## config.mk

```make
export PLATFORM = sky130hd
export DESIGN_NAME = bsp_regfile
export DESIGN_NICKNAME = d
export VERILOG_FILES = /design/src/rtl/bsp_regfile.sv
export SDC_FILE = /design/constraint.sdc
export NUM_CORES = 1
export LEC_CHECK = 0
export BUFFER_PORTS_ARGS = -buffer_cell sky130_fd_sc_hd__buf_2
export CAP_MARGIN = 10
export CORE_ASPECT_RATIO = 1.4
export CORE_MARGIN = 1.5
export CORE_UTILIZATION = 26
export DETAILED_ROUTE_END_ITERATION = 7
export PLACE_DENSITY = 0.44
export SLEW_MARGIN = 10
export SYNTH_ARGS = -nofsm -noshare
export SYNTH_HDL_FRONTEND = slang
export SYNTH_SLANG_ARGS = --single-unit
```

## constraint.sdc

```tcl
create_clock -name clk -period 5.6 [get_ports clk]
set_clock_uncertainty 0.2 [all_clocks]
set_input_delay 1.12 -clock clk [delete_from_list [all_inputs] [get_ports clk]]
set_output_delay 1.12 -clock clk [all_outputs]
set_load 0.05 [all_outputs]
```

## src/rtl/bsp_regfile.sv

```systemverilog
module bsp_regfile #(
  parameter int DW = 32,
  parameter int SP_ALIGN = 2
) (
  input  logic          clk,
  input  logic          rst_n,
  input  logic          handler_mode,
  input  logic [3:0]    rd_a_idx,
  output logic [DW-1:0] rd_a_data,
  input  logic [3:0]    rd_b_idx,
  output logic [DW-1:0] rd_b_data,
  input  logic          wr_en,
  input  logic [3:0]    wr_idx,
  input  logic [DW-1:0] wr_data,
  input  logic          ctl_wr_en,
  input  logic          ctl_spsel,
  input  logic          exc_ret_en,
  input  logic          exc_ret_spsel,
  input  logic          bl_en,
  input  logic [DW-1:0] bl_ret_addr,
  input  logic          msp_wr_en,
  input  logic [DW-1:0] msp_wr_data,
  input  logic          psp_wr_en,
  input  logic [DW-1:0] psp_wr_data,
  output logic [DW-1:0] msp_q,
  output logic [DW-1:0] psp_q,
  output logic [DW-1:0] sp_active,
  output logic          sp_sel
);
  localparam int NGP = 13;
  localparam logic [3:0] IDX_SP = 4'd13;
  localparam logic [3:0] IDX_LR = 4'd14;
  localparam logic [3:0] IDX_PC = 4'd15;
  localparam logic [DW-1:0] SP_MASK = {{(DW-SP_ALIGN){1'b1}}, {SP_ALIGN{1'b0}}};
  localparam logic [DW-1:0] PC_MASK = {{(DW-1){1'b1}}, 1'b0};

  logic [DW-1:0] gpr [NGP];
  logic [DW-1:0] lr, pc;
  logic          use_psp, wr_sp;

  assign use_psp   = !handler_mode && sp_sel;
  assign sp_active = use_psp ? psp_q : msp_q;
  assign wr_sp     = wr_en && (wr_idx == IDX_SP);

  function automatic logic [DW-1:0] rd_mux(input logic [3:0] idx);
    case (idx)
      IDX_SP:  rd_mux = sp_active;
      IDX_LR:  rd_mux = lr;
      IDX_PC:  rd_mux = pc & PC_MASK;
      default: rd_mux = gpr[idx];
    endcase
  endfunction

  assign rd_a_data = rd_mux(rd_a_idx);
  assign rd_b_data = rd_mux(rd_b_idx);

  always_ff @(posedge clk or negedge rst_n) begin
    if (!rst_n) begin
      for (int i = 0; i < NGP; i++) gpr[i] <= '0;
    end else if (wr_en && wr_idx < IDX_SP) begin
      gpr[wr_idx] <= wr_data;
    end
  end

  always_ff @(posedge clk or negedge rst_n) begin
    if (!rst_n) lr <= '0;
    else if (bl_en) lr <= bl_ret_addr;
    else if (wr_en && wr_idx == IDX_LR) lr <= wr_data;
  end

  always_ff @(posedge clk or negedge rst_n) begin
    if (!rst_n) pc <= '0;
    else if (wr_en && wr_idx == IDX_PC) pc <= wr_data & PC_MASK;
  end

  always_ff @(posedge clk or negedge rst_n) begin
    if (!rst_n) msp_q <= '0;
    else if (wr_sp && !use_psp) msp_q <= wr_data & SP_MASK;
    else if (msp_wr_en) msp_q <= msp_wr_data & SP_MASK;
  end

  always_ff @(posedge clk or negedge rst_n) begin
    if (!rst_n) psp_q <= '0;
    else if (wr_sp && use_psp) psp_q <= wr_data & SP_MASK;
    else if (psp_wr_en) psp_q <= psp_wr_data & SP_MASK;
  end

  always_ff @(posedge clk or negedge rst_n) begin
    if (!rst_n) sp_sel <= 1'b0;
    else if (exc_ret_en) sp_sel <= exc_ret_spsel;
    else if (ctl_wr_en && !handler_mode) sp_sel <= ctl_spsel;
  end
endmodule


```

Word level (Yosys, flattened, before mapping)
Cells that the tools add are included.
- bits of input ports: 151
- RAM bits: 0
- ROM bits: 0
- latch bits: 0
- register bits after elaboration: 544
- memories kept: 0
- add/sub/neg operators: 0
- bitwise gates (word level): 3
- shifts and indexed selects: 0
- $mul: 0
- mux-type cells: 20
- reduce and logical (&&, ||, !) cells: 15
- magnitude comparators: 5
- equal/unequal tests: 9
- div/mod/pow operators: 0
- operators with widths (cell ; count):
    bitwise mux 416 bit ; 1
    two-way mux 32 bit ; 12
    binary-select mux 32 bit (select 4 bit) ; 2
    case mux 32 bit (3 select lines) ; 2
    demux 32 bit (select 4 bit) ; 1
    equality test 4 bit, second input constant ; 9
    greater-or-equal comparator 5 bit, second input constant ; 3
    NOT 4 -> 5 bit ; 3
    logical AND 1 bit ; 9
    nonzero test 2 bit ; 4
    < comparator 5 x 1 -> 1 bit, second input constant ; 1
    < comparator 4 bit, second input constant ; 1
    logical NOT 1 bit ; 2
    two-way mux 1 bit ; 2

Depth between registers and ports, before layout
Gate-level depths: netlist of run 1.
- depth after elaboration: 6
- depth in mapped cells: 9

Worst setup path before layout of run 1
No wires, ideal clock.
- kind: input to output
- start: input handler_mode
- end: output rd_a_data[13]
- slack: 0.064 ns
- stages on the path: 5
- path buffers: 1
- arrival: 4.216 ns
- cell sequence: nor2b_4 clkbuf_1 o21ai_0 a211oi_1 nor4_1
- longest elaborated chain between the ends: 4
- ends and longest elaborated chain (item ; line ; source):
    from (decl) ; 7 ; input logic handler_mode,
    logical NOT 1 bit ; 41 ; assign use_psp = !handler_mode && sp_sel;
    logical AND 1 bit ; 41 ;
    two-way mux 32 bit ; 42 ; assign sp_active = use_psp ? psp_q : msp_q;
    named net sp_active[13] ; 27 ; output logic [DW-1:0] sp_active,
    case mux 32 bit (3 select lines) ; 46 ; case (idx)
    to (decl) ; 9 ; output logic [DW-1:0] rd_a_data,
The timed path passes the listed nets, and every way through them passes these cells.

Final worst setup path of run 1
- start: input rd_a_idx[0]
- end: output rd_a_data[18]
- longest elaborated chain between the ends: 5
- ends and longest elaborated chain (item ; line ; source):
    from (decl) ; 8 ; input logic [3:0] rd_a_idx,
    NOT 4 -> 5 bit (not written as such) ; 50 ; default: rd_mux = gpr[idx];
    binary-select mux 32 bit (select 4 bit) ; 50 ;
    two-way mux 32 bit (not written as such) (2 in a row) ; 50 ;
    case mux 32 bit (3 select lines) * ; 46 ;
Every way passes the cells marked *; elsewhere a longest branch is shown, timed or not. The select of a mux whose other input is x is not followed.

==> flow_metrics.py, run 1 <==
metrics = {
    "clock_tree": {
        "cts_setup_buffers": 0,
        "cts_root_buffer": "clkbuf_16",
        "cts_buffers": 68,
        "cts_tree": "yes",
        "clk_path_buf_depth": 3,
        "clock-sinks": 540,
        "clkLatencyLatePin_ps": 630,
        "htree_levels": 3,
        "cts.repair.resized": 0,
        "postCtsHoldBufs": 0,
        "path_clk_slew_ps": 60,
    },
    "sta": {
        "period_share_pct": 87.7,
        "timing.hold.ws_ps": 268,
        "hold_viol_final": 0,
        "worst_slack_ps": 688,
        "min_period_ps": 4910,
        "tightest_slew_ps": 1170,
        "rsz0062_at_grt": "false",
        "setup_viol": 0,
        "fin_setup_tns_ps": 0,
        "drv_slew": 0,
        "slew-limit-headroom_pct": 21.8,
        "fmax_ghz": 0.204,
    },
    "yosys": {
        "synth.distinct_cells": 56,
        "ys_ff_latch": 540,
        "ys_warn_count": 0,
        "netlist_area_um2": 30100,
        "synth-async-reset-ratio_pct": 100,
        "synth_seq_area_share_pct": 44.9,
        "synth_ff_type": "dfrtp_1",
        "postSynthCellCount": 2404,
        "synth_edf_count": 0,
        "avgSynthCellArea_um2": 12.5,
    },
    "global_routing": {
        "grt.met3_usage_pct": 3.33,
        "grt_pass1_vias": 23900,
        "grt_max_degree": 117,
        "grt_pass1_wl_um": 175000,
        "antenna_found_initial": 12,
        "grt-ovfl-total": 0,
        "use_met1_pct": 25.4,
        "track_usage_pct": 20.3,
        "grt_use_met2_pct": 35.0,
        "busiest_layer": "met2",
    },
    "floorplanning": {
        "num_io_pins": 312,
        "coreArea_um2": 115000,
        "die_area_um2": 118000,
        "initial_core_util_pct": 26.2,
        "die-height_um": 406,
        "chipWidth_um": 291,
        "rows": 147,
    },
    "layout": {
        "layout-drive-gt1-share_pct": 44.8,
        "finalCoreUtilization_pct": 31.2,
        "layoutNonFillerInstCount": 4179,
        "final_area_um2": 35800,
        "nNetsFinal": 2786,
        "synthToLayoutAreaGrowth_pct": 19.0,
    },
    "routing": {
        "routedWlPerCell_um": 28.8,
        "dr.pass1.iters": 5,
        "drt-initial-drc-count": 1407,
        "drtAntennaViolNets": 0,
        "viasPerCell": 5.33,
        "drc": 0,
        "dr_total_vias": 22300,
        "drt_wl_total_um": 120000,
    },
    "status": {
        "status": "complete, no violations",
    },
    "placement": {
        "placed_cell_area_um2": 33400,
        "dp_cells": 4055,
        "routabilityCongestion": 0.798,
        "port_buffers": 301,
        "dp_hpwl_um": 80100,
        "dp_slack_ps": 677,
    },
    "worst_setup_path": {
        "crit_arrival_ps": 3590,
        "critPathLaunchType": "input pin",
        "crit_type": "input pin to primary output",
        "r2r_start": "sp_sel$_DFFE_PN0P_",
        "critPathCaptureType": "primary output",
        "critPathRequiredTime_ps": 4280,
        "worst_r2r_path_depth": 6,
        "r2r_setup_slack_ps": 3190,
        "cp_max_fo": 38,
        "regToRegEndpoint": "msp_q[21]$_DFFE_PN0P_",
    },
    "pwr": {
        "ir_worst_vdd_mv": 0.225,
        "p_per_area_nw_per_um2": 379,
        "power.leakage_nw": 15.0,
        "p_total_mw": 13.6,
    },
    "hold_path": {
        "hold_class": "input pin to asynchronous set/reset pin",
    },
    "flow_run": {
        "drv_cap": 0,
    },
}
-- worst max path at each step --
stage,slack (ps),end,start,cells after the start
4_1_cts,660,rd_a_data[18],rd_a_idx[0],6
3_3_place_gp,700,rd_a_data[12],rd_a_idx[0],6
3_5_place_dp,680,rd_a_data[18],rd_a_idx[0],6
6_report,690,rd_a_data[18],rd_a_idx[0],6
2_1_floorplan,60,rd_a_data[13],handler_mode,5
5_1_grt,590,rd_a_data[18],rd_a_idx[0],6
-- critical path, cell delays in order --
cell and delay (ps):
buf_8 320, nand2b_1 730, a2bb2oi_1 220, a211oi_1 90, nor4_1 670, buf_2 390
-- layout make-up --
cell class | count | area (um^2)
Antenna cell | 1 | 2.50
Clock buffer | 97 | 2010
Clock inverter | 26 | 365
Fill cell | 11600 | 79000
Inverter | 30 | 113
Multi-Input combinational cell | 1596 | 15500
Sequential cell | 540 | 13500
Tap cell | 1490 | 1860
Timing Repair Buffer | 399 | 2460
-- registers in the layout, summed over array words and instances (netlist names) --
register / cells
lr: 32
sp_sel: 1
pc: 31
msp_q: 30
psp_q: 30
gpr: 416
-- cells in the mapped netlist, types with 18 or more instances --
| cell | count | area share (%) |
|---|---|---|
| dfrtp_1 | 540 | 45 |
| mux2_2 | 452 | 17 |
| mux4_2 | 176 | 13 |
| nand2_1 | 168 | 2.1 |
| mux2i_1 | 159 | 5.3 |
| clkbuf_1 | 116 | 1.4 |
| o21ai_0 | 113 | 1.9 |
| buf_2 | 81 | 1.3 |
| a21oi_1 | 57 | 0.95 |
| nor3_1 | 54 | 0.90 |
| a211oi_1 | 50 | 1.2 |
| o211ai_1 | 36 | 0.90 |
| nand2b_1 | 29 | 0.60 |
| nor2_1 | 29 | 0.36 |
| inv_1 | 28 | 0.35 |
| nand3b_1 | 28 | 0.70 |
| or2_2 | 26 | 0.54 |
| nor2b_1 | 25 | 0.52 |
| buf_4 | 24 | 0.60 |
| a221oi_1 | 22 | 0.64 |
| nand3_1 | 22 | 0.37 |
| buf_1 | 18 | 0.22 |
-- placed cells by master (no fill, tap or decap), types with 6 or more instances in the layout --
master       n
o211ai_1    36
buf_2      293
nand2_1    167
o22a_1       8
clkbuf_8    20
o2bb2ai_1   11
nor2_1      20
clkinv_2     9
buf_12      14
conb_1       6
a221oi_1    22
nand2b_1    28
or2_2       26
a21oi_1     57
mux4_2     176
o21ai_1      8
a22oi_1      8
inv_1       26
clkbuf_1     9
buf_4       87
o31ai_1      7
mux2_1      10
a311oi_1     8
o22ai_1     14
mux2_2     452
nand3_1     22
bufinv_16    6
o21a_1       8
mux2i_1    159
nor4_1       6
nor2b_1     22
dfrtp_1    539
nand3b_1    28
a211oi_1    50
o21ai_0    113
nor2_4       8
clkbuf_16   68
nor3_1      52
a2bb2oi_1   15
-- kinds of logic after synthesis --
| logic type | after synthesis | share of synthesized area [%] |
|---|---|---|
| AOI/OAI and AO/OA | 388 | 8.48 |
| and+or+nand+nor | 402 | 6.61 |
| buffers and inverters | 273 | 4.12 |
| muxes | 800 | 35.9 |
| other | 1 | 0.0125 |
| DFF | 540 | 44.9 |
-- per-layer routing --
metal / vias to the layer above / wire (um)
met2: 692 / 59600
met4: 10 / 4390
met3: 204 / 6120
met1: 11900 / 50000
li1: 9472 / -
met5: - / 56
-- power breakdown --
| part | internal [mW] | leakage (nW) | switching [mW] |
|---|---|---|---|
| Sequential | 4.73 | 6.59 | 0.617 |
| Combinational | 1.61 | 7.22 | 1.91 |
| Clock | 2.80 | 1.17 | 1.88 |
Power figures use the tool's default switching activity.
==> inputs of run 2 (changes only) <==
--- a/config.mk
+++ b/config.mk
@@ -10,6 +10,7 @@
 export CORE_ASPECT_RATIO = 1.4
 export CORE_MARGIN = 1.5
 export CORE_UTILIZATION = 26
+export CTS_BUF_LIST = sky130_fd_sc_hd__clkbuf_8
 export DETAILED_ROUTE_END_ITERATION = 7
 export PLACE_DENSITY = 0.44
 export SLEW_MARGIN = 10
==> run 2 against run 1 <==
Combinational power barely moved. Die area unchanged. Utilization shrank 0.31 points.
==> flow_metrics.py, run 2 (synthesis gave the netlist of run 1 again) <==
metrics = {
    "pwr": {
        "power.leakage_nw": 15.0,
        "p_per_area_nw_per_um2": 360,
        "power_switching_mw": 4.34,
        "switching_share_pct": 34.0,
        "ir_worst_vdd_mv": 0.179,
        "comb_power_share_pct": 27.6,
        "seqPwrFrac_pct": 41.9,
        "p_total_mw": 12.8,
        "clkPwrFrac_pct": 30.4,
        "internal_power_mw": 8.43,
    },
    "floorplanning": {
        "die-height_um": 406,
        "coreArea_um2": 115000,
        "rows": 147,
        "initial_core_util_pct": 26.2,
        "die_area_um2": 118000,
        "num_io_pins": 312,
        "chipWidth_um": 291,
    },
    "sta": {
        "tightest_slew_ps": 1140,
        "period_share_pct": 87.8,
        "worst_slack_ps": 681,
        "hold_viol_final": 0,
        "drv_slew": 0,
        "slew-limit-headroom_pct": 23.7,
        "min_period_ps": 4920,
        "rsz0062_at_grt": "false",
        "fmax_ghz": 0.203,
        "setup_viol": 0,
        "timing.hold.ws_ps": 180,
        "fin_setup_tns_ps": 0,
    },
    "global_routing": {
        "grt_pass1_vias": 24300,
        "grt_max_degree": 117,
        "grt-ovfl-total": 0,
        "antenna_found_initial": 13,
        "grt_pass1_wl_um": 176000,
        "track_usage_pct": 20.4,
    },
    "routing": {
        "drtAntennaViolNets": 0,
        "viasPerCell": 5.31,
        "drt-initial-drc-count": 1326,
        "drt_wl_total_um": 121000,
        "drc": 0,
        "routedWlPerCell_um": 28.5,
        "dr.pass1.iters": 7,
        "dr_total_vias": 22500,
    },
    "worst_setup_path": {
        "worst_r2r_path_depth": 6,
        "critical_path.startpoint": "rd_a_idx[1]",
        "regToRegEndpoint": "msp_q[21]$_DFFE_PN0P_",
        "critPathLaunchType": "input pin",
        "cp_top_family": "buffers and inverters",
        "cp_max_fo": 41,
        "crit_type": "input pin to primary output",
        "crit_chain": "buf_6 > nand2b_1 > buf_4 > o22a_1 > o22ai_1 > a311oi_1 > buf_2",
        "critPathCaptureType": "primary output",
        "r2r_setup_slack_ps": 3150,
        "critPathRequiredTime_ps": 4280,
        "crit_arrival_ps": 3600,
        "slowest_stage": "a311oi_1",
        "path_buf_inv": 3,
        "r2r_start": "sp_sel$_DFFE_PN0P_",
        "critPathMaxStageDelay_ps": 740,
    },
    "layout": {
        "nNetsFinal": 2817,
        "fillerInstances": 11700,
        "regArea_um2": 13500,
        "layout-drive-gt1-share_pct": 45.1,
        "multi_input_area_um2": 15500,
        "final_area_um2": 35500,
        "synthToLayoutAreaGrowth_pct": 17.8,
        "final_common_cell": "dfrtp_1",
        "largest_register_ffs": 416,
        "largest-register": "gpr",
        "layout_common_cells": "dfrtp_1, mux2_2, buf_2",
        "layoutNonFillerInstCount": 4235,
        "finalCoreUtilization_pct": 30.9,
        "reg_top3": "gpr x416, lr x32, pc x31",
    },
    "status": {
        "status": "complete, no violations",
    },
    "placement": {
        "routabilityCongestion": 0.798,
        "port_buffers": 301,
        "placed_cell_area_um2": 33400,
        "dp_cells": 4055,
        "dp_hpwl_um": 80100,
        "dp_slack_ps": 677,
    },
    "hold_path": {
        "hold_class": "input pin to asynchronous set/reset pin",
    },
    "clock_tree": {
        "clkLatencyLatePin_ps": 730,
        "clk_path_buf_depth": 3,
        "cts_tree": "yes",
        "cts_buffers": 99,
        "postCtsHoldBufs": 0,
        "path_clk_slew_ps": 60,
        "cts_root_buffer": "clkbuf_8",
        "cts_setup_buffers": 0,
        "cts.repair.resized": 0,
        "clock-sinks": 540,
        "htree_levels": 3,
    },
    "flow_run": {
        "drv_cap": 0,
    },
}
==> run 2: power groups by stage <==
stage	Sequential (mW)	Combinational, mW	Clock, mW
5_1_grt	5.46	3.75	4.18
3_5_place_dp	5.41	3.55	0
3_3_place_gp	5.32	3.50	0
2_1_floorplan	5.36	2.42	0
6_report	5.35	3.53	3.88
4_1_cts	5.35	3.57	4.01
==> run 2: routing by layer <==
metal	GRT usage [%]	vias to the layer above	share of wire [%]
li1	-	9553	-
met1	25.6	12000	42
met2	35.1	753	50
met3	3.26	209	5.1
met4	7.54	8	3.5
met5	0	-	0.036
==> run 2: how the worst max path moves through the flow <==
stage                          endpoint  slack (ps)  cells after the start
final                      rd_a_data[8]         680                      7
after global routing      rd_a_data[18]         580                      6
after global placement    rd_a_data[12]         700                      6
after floorplan           rd_a_data[13]          60                      5
after CTS                 rd_a_data[18]         660                      6
after detailed placement  rd_a_data[18]         680                      6
==> run 2: final cells by class <==
class	count	area share, %
Tap cell	1490	5.26
Multi-Input combinational cell	1596	43.7
Inverter	30	0.318
Antenna cell	4	0.0282
Clock buffer	127	4.93
Clock inverter	49	0.741
Timing Repair Buffer	399	6.95
Sequential cell	540	38.1
